`config.mk`:
```
export PLATFORM = sky130hd
export DESIGN_NAME = core_pg_seq
export DESIGN_NICKNAME = d
export VERILOG_FILES = /design/src/rtl/pgs_pkg.sv /design/src/rtl/pgs_sync.sv /design/src/rtl/pgs_blank.sv /design/src/rtl/core_pg_seq.sv
export SDC_FILE = /design/constraint.sdc
export NUM_CORES = 1
export LEC_CHECK = 0
export BUFFER_PORTS_ARGS = -buffer_cell sky130_fd_sc_hd__buf_2
export CORE_UTILIZATION = 40
export CTS_CLUSTER_DIAMETER = 150
export DETAILED_ROUTE_END_ITERATION = 6
export PLACE_DENSITY = 0.69
export SLEW_MARGIN = 10
export SYNTH_ARGS = -nofsm -noshare
export SYNTH_HDL_FRONTEND = slang
export SYNTH_SLANG_ARGS = --single-unit
```
`constraint.sdc`:
```
create_clock -name clk -period 3.6 [get_ports clk]
set_input_delay 0.18 -clock clk [delete_from_list [all_inputs] [get_ports clk]]
set_output_delay 0.18 -clock clk [all_outputs]
set_load 0.01 [all_outputs]
```
`src/rtl/pgs_pkg.sv`:
```
package pgs_pkg;
    typedef enum logic [1:0] {
        PH_OFF  = 2'd0,
        PH_SOFT = 2'd1,
        PH_HOLD = 2'd2,
        PH_RUN  = 2'd3
    } phase_e;

    typedef enum logic [1:0] {
        REF_BOOT  = 2'b00,
        REF_VID   = 2'b01,
        REF_SLEEP = 2'b10
    } ref_e;
endpackage

```
`src/rtl/pgs_sync.sv`:
```
module pgs_sync #(
    parameter int W      = 7,
    parameter int STAGES = 2
) (
    input  logic         clk,
    input  logic         rst_n,
    input  logic [W-1:0] d_i,
    output logic [W-1:0] q_o
);
    logic [W-1:0] stage_q [STAGES];

    generate
        for (genvar s = 0; s < STAGES; s++) begin : g_stage
            if (s == 0) begin : g_first
                always_ff @(posedge clk or negedge rst_n) begin
                    if (!rst_n) stage_q[s] <= '0;
                    else        stage_q[s] <= d_i;
                end
            end else begin : g_next
                always_ff @(posedge clk or negedge rst_n) begin
                    if (!rst_n) stage_q[s] <= '0;
                    else        stage_q[s] <= stage_q[s-1];
                end
            end
        end
    endgenerate

    assign q_o = stage_q[STAGES-1];
endmodule

```
`src/rtl/pgs_blank.sv`:
```
module pgs_blank #(
    parameter int LEN = 62
) (
    input  logic clk,
    input  logic rst_n,
    input  logic clr_i,
    input  logic start_i,
    input  logic tick_i,
    output logic active_o
);
    localparam int CW = $clog2(LEN + 1);
    localparam logic [CW-1:0] FULL = CW'(LEN);

    logic [CW-1:0] cnt_d, cnt_q;

    always_comb begin
        cnt_d = cnt_q;
        if (clr_i)                        cnt_d = '0;
        else if (start_i)                 cnt_d = FULL;
        else if (tick_i && cnt_q != '0)   cnt_d = cnt_q - 1'b1;
    end

    always_ff @(posedge clk or negedge rst_n) begin
        if (!rst_n) cnt_q <= '0;
        else        cnt_q <= cnt_d;
    end

    assign active_o = (cnt_q != '0);
endmodule

```
`src/rtl/core_pg_seq.sv`:
```
module core_pg_seq
    import pgs_pkg::*;
#(
    parameter int VID_W     = 6,
    parameter int BOOT_US   = 10,
    parameter int DLY_CYC   = 1007,
    parameter int BLANK_CYC = 62,
    parameter int SYNC_N    = 2
) (
    input  logic             clk,
    input  logic             rst_n,
    input  logic             en_i,
    input  logic             uvlo_i,
    input  logic             ss_done_i,
    input  logic             core_ok_i,
    input  logic [VID_W-1:0] vid_i,
    input  logic             slp_req_i,
    input  logic             slp_strap_i,
    input  logic             cyc_tick_i,
    input  logic             us_tick_i,
    output logic             pg_n_o,
    output logic             pg_dly_o,
    output logic [1:0]       ref_sel_o,
    output logic             xfer_o
);
    localparam int BOOT_W = $clog2(BOOT_US + 1);
    localparam int DLY_W  = $clog2(DLY_CYC + 1);
    localparam logic [BOOT_W-1:0] BOOT_LAST = BOOT_W'(BOOT_US - 1);
    localparam logic [DLY_W-1:0]  DLY_END   = DLY_W'(DLY_CYC);

    typedef struct packed {
        phase_e             phase;
        logic               en_q;
        logic               strap;
        logic [VID_W-1:0]   vid_acc;
        logic               slp_acc;
        logic [BOOT_W-1:0]  boot_cnt;
        logic [DLY_W-1:0]   dly_cnt;
    } seq_t;

    seq_t st_d, st_q;

    logic [VID_W:0] sync_q;
    logic           blank_start, blank_clr, blank_on;
    logic           act, in_run, chg;

    pgs_sync #(.W(VID_W + 1), .STAGES(SYNC_N)) u_sync (
        .clk   (clk),
        .rst_n (rst_n),
        .d_i   ({slp_req_i, vid_i}),
        .q_o   (sync_q)
    );

    pgs_blank #(.LEN(BLANK_CYC)) u_blank (
        .clk      (clk),
        .rst_n    (rst_n),
        .clr_i    (blank_clr),
        .start_i  (blank_start),
        .tick_i   (cyc_tick_i),
        .active_o (blank_on)
    );

    always_comb begin
        st_d   = st_q;
        act    = en_i & ~uvlo_i;
        in_run = (st_q.phase == PH_RUN);
        chg    = (sync_q[VID_W-1:0] != st_q.vid_acc) || (sync_q[VID_W] != st_q.slp_acc);

        st_d.en_q    = en_i;
        if (en_i && !st_q.en_q) st_d.strap = slp_strap_i;
        st_d.vid_acc = sync_q[VID_W-1:0];
        st_d.slp_acc = sync_q[VID_W];

        blank_start = in_run && chg;
        blank_clr   = !act || !in_run;

        if (!act) begin
            st_d.phase    = PH_OFF;
            st_d.boot_cnt = '0;
            st_d.dly_cnt  = '0;
        end else begin
            unique case (st_q.phase)
                PH_OFF: st_d.phase = PH_SOFT;
                PH_SOFT: begin
                    if (ss_done_i && core_ok_i) begin
                        st_d.phase    = PH_HOLD;
                        st_d.boot_cnt = '0;
                    end
                end
                PH_HOLD: begin
                    if (!core_ok_i) begin
                        st_d.boot_cnt = '0;
                    end else if (us_tick_i) begin
                        if (st_q.boot_cnt == BOOT_LAST) begin
                            st_d.phase   = PH_RUN;
                            st_d.dly_cnt = '0;
                        end else begin
                            st_d.boot_cnt = st_q.boot_cnt + 1'b1;
                        end
                    end
                end
                PH_RUN: begin
                    if (cyc_tick_i && st_q.dly_cnt != DLY_END)
                        st_d.dly_cnt = st_q.dly_cnt + 1'b1;
                end
                default: st_d.phase = PH_OFF;
            endcase
        end
    end

    always_ff @(posedge clk or negedge rst_n) begin
        if (!rst_n) st_q <= '0;
        else        st_q <= st_d;
    end

    logic run_live, blank_live;
    assign run_live   = in_run && act;
    assign blank_live = blank_on && act;

    assign xfer_o   = blank_live;
    assign pg_n_o   = !(run_live && (blank_live || core_ok_i));
    assign pg_dly_o = run_live && (blank_live || ((st_q.dly_cnt == DLY_END) && core_ok_i));

    always_comb begin
        if (!run_live)                        ref_sel_o = REF_BOOT;
        else if (st_q.slp_acc && !st_q.strap) ref_sel_o = REF_SLEEP;
        else                                  ref_sel_o = REF_VID;
    end
endmodule

```
==> impl_results.rst <==
.. list-table::
   :header-rows: 1

   * - Metric
     - Value
   * - Post-Synthesis Cell Area
     - between 0.002 and 0.0025 mm²
   * - Setup bufs post-CTS
     - 0
   * - Initial Utilization
     - 0.417
   * - Number of buffers between clock root and the deepest sink
     - 2
   * - Antenna violation net count after detailed routing
     - 0
   * - Die X-Extent
     - 75.2 µm
   * - Critical path endpoint category
     - output pin
   * - Post-Synthesis Net Count
     - 221
   * - # resized after CTS
     - 0
   * - Final global-route overflow total
     - 0
   * - Max-slew violation total from the final report
     - 0
   * - Worst Hold Class
     - primary input to asynchronous set/reset pin
   * - Root cell of the clock tree
     - clkbuf_8
   * - Pin count of the biggest net entering global routing
     - 46
   * - Kind of start point of the critical path
     - flop
   * - Flip-flop cell with the highest count after synthesis
     - dfrtp_1
   * - Cell leakage power
     - 1.13 nW
   * - Clock tree from TritonCTS
     - done
   * - Time the worst path needs with I/O delays and setup
     - 2.11 ns
   * - Slew @ Worst Pin
     - 0.971 ns
   * - Final hold violation count
     - 0
   * - Peak supply drop
     - 0.244 mV
   * - Clock slew at the register clock pins of the worst setup and hold paths
     - 0.09 ns
   * - Run status
     - completed
   * - Sum of routed wire length over all layers
     - 4070 µm
   * - Share of synthesized area occupied by flip-flops and latches
     - 0.525
   * - Synthesis-to-layout area growth
     - 16.9%
   * - Total of endpoints with negative setup slack in the final report
     - 0
   * - CTS Buf Count
     - 5
   * - Total power density per cell area
     - 401 mW/mm²
   * - Rows
     - 26
   * - Fraction of power consumed by sequential logic
     - 0.527
   * - Core Footprint
     - a little over 0.005 mm²
   * - Portion of the clock cycle consumed by the worst path in the final layout
     - 0.586
   * - Via count of the first global-routing pass
     - 1437
   * - Distinct cell type count of the synthesized netlist
     - 45
   * - Share of post-route cells with drive strength above 1
     - 0.159
   * - Unrepaired setup endpoints after global routing
     - false
   * - Switching power of the nets
     - 0.239 mW
   * - Detailed-route via count
     - 1589
   * - HPWL Detailed
     - 2810 µm
   * - Worst endpoint required time
     - 3.42 ns
   * - DRC violation total after the first TritonRoute iteration
     - 145
   * - First-pass GRT wire length
     - between 6000 and 7000 µm
   * - Synthesized flop and latch total
     - 45
   * - Worst Hold Slack
     - 0.0222 ns
   * - # port buffers
     - 20
   * - Switching Share
     - 0.239
   * - Maximum Capacitance Violations
     - 0
   * - Internal power contribution
     - 0.764 mW
   * - Share of total power in the clock network
     - 0.397
   * - Largest clock skew in the final design
     - 0.00682 ns
   * - Weighted congestion reported at the end of routability-driven placement
     - 0.781
   * - Final routed DRC violation total
     - 0
   * - Worst slew slack as a fraction of its limit
     - 0.353
   * - Antenna violations before repair
     - 0
   * - Number of diodes
     - 0
   * - Total Neg Setup Slack
     - 0 ns
   * - Clk_lat worst skew
     - 0.30 ns
   * - Io pins
     - 21
   * - Num Clock Sinks
     - 45
   * - Fill count
     - 516
   * - Async set or reset register ratio after synthesis
     - 1.00
   * - Die height
     - 75.2 µm
   * - Overall routing resource usage
     - 0.161
   * - Placed insts
     - 282
   * - Number of enable flip-flop cells after synthesis
     - 0
   * - Initial DRT Pass Iterations
     - 4
   * - Post-DR vias/cell
     - 5.35
   * - Average cell area after synthesis
     - 11.0 µm²
   * - Number of H-tree levels
     - 2
   * - Count of yosys warnings during synthesis
     - 0
   * - Final core utilization
     - 0.488
   * - Full die area
     - 0.00566 mm²
   * - Worst Path Max Fanout
     - 15
   * - Portion of total power attributed to combinational logic
     - 0.075
   * - Post-Synthesis Cells
     - 195
   * - Arrival @ worst endpoint
     - 1.93 ns
   * - Max Fclk
     - 474 MHz
   * - Class of the most critical setup path
     - flop to output pin
   * - Post-route insts no fill
     - 297
   * - Wire length per cell
     - 13.7 µm
   * - Final net count
     - 252
-- final cells by class --
cell class                      count  area (µm²)  share of cell area
Sequential cell                    45        1130               0.449
Multi-Input combinational cell    139         976               0.389
Timing Repair Buffer               27         170              0.0679
Tap cell                           70        87.6              0.0349
Clock buffer                        5        68.8              0.0275
Clock inverter                      3        47.5              0.0190
Inverter                            8        30.0              0.0120
-- path summary, 6_finish.rpt --
path	startpoint	to	slack, ns	depth (start not counted)
min in group clk	en_i	st_q[22]	0.07	1
setup / recovery	st_q[23]	ref_sel_o[0]	1.49	4
max in group asynchronous	rst_n	st_q[24]	2.97	1
setup reg to reg	st_q[23]	st_q[23]	1.62	5
hold / removal	rst_n	st_q[7]	0.02	1
hold reg to reg	u_sync.stage_q[8]	u_sync.q_o[1]	0.35	0
-- cell usage after synthesis, types with 3 or more instances --
library cell,number,area share
o31ai_1,4,0.014
ha_1,10,0.058
xnor2_1,5,0.020
nand2_1,11,0.019
nor2_1,11,0.019
nand4_1,4,0.012
dfrtp_1,45,0.53
a31oi_1,7,0.020
xor2_1,3,0.012
o21ai_0,4,0.0093
o21ai_1,11,0.026
nand2b_1,4,0.012
or4_1,5,0.018
and3_1,6,0.018
nand3_1,6,0.014
inv_1,8,0.014
a21oi_1,12,0.028
-- power groups by stage --
stage          logic (mW)  clock network [mW]  registers [mW]
3_5_place_dp       0.0705                   0           0.539
2_1_floorplan      0.0413                   0           0.538
4_1_cts            0.0768               0.409           0.529
6_report           0.0757               0.399           0.530
3_3_place_gp       0.0693                   0           0.539
5_1_grt            0.0861               0.435           0.531
-- critical path, cell delays in order, from the launching register on --
cell      delay (ns)
dfrtp_1         0.46
ha_1            0.24
nand3b_1        0.45
a21oi_1         0.30
buf_2           0.17
-- registers in the layout, indices dropped and copies added (netlist names) --
| signal | flops |
|---|---|
| st_q | 25 |
| u_blank.cnt_q | 6 |
| u_sync.stage_q | 7 |
| u_sync.q_o | 7 |
-- metrics by stage --
stage | power (mW) | area, µm² | worst slack [ns]
3_3_place_gp | 0.608 | 2320 | 1.79
6_report | 1.00 | 2510 | 1.49
2_1_floorplan | 0.579 | 2140 | 1.95
4_1_cts | 1.02 | 2510 | 1.51
3_5_place_dp | 0.610 | 2320 | 1.72
5_1_grt | 1.05 | 2510 | 1.41
-- kinds of logic (layout without fill, tap and decap cells) --
group	Yosys count	after routing	synth area share
AO/OA/AOI/OAI	51	51	0.159
multiplexers	6	6	0.0303
buffers and inverters	11	43	0.0198
adder cells (fa/ha/maj)	10	10	0.0583
flip-flops	45	45	0.525
AND/OR/NAND/NOR	64	64	0.174
XOR/XNOR	8	8	0.0327
-- timing repair --
item / in CTS / in global routing
setup endpoints to repair: 0 / 0
hold buffers: 7 / 0
hold endpoints to repair: 7 / 0
-- layer usage --
metal | vias up | wire length, µm | track usage
li1 | 777 | - | -
met1 | 773 | 1960 | 0.223
met5 | - | 0 | 0
met4 | 0 | 72 | 0.0658
met2 | 30 | 1880 | 0.236
met3 | 9 | 160 | 0.0469
-- layout by cell type (no fill, tap or decap), drive strengths merged, types with 4 or more instances in the layout --
master	netlist	final
nand4	4	4
xnor2	5	5
ha	10	10
nor2	11	11
inv	8	10
nand2	11	11
clkbuf	2	5
a21oi	12	12
nand3	6	6
o31ai	4	4
o21ai	15	15
mux2	4	4
dlygate4sd3	0	7
nand2b	4	4
dfrtp	45	45
and3	6	6
or4	5	5
buf	1	20
a31oi	7	7
Note: power is estimated with default switching activity, not from simulation.
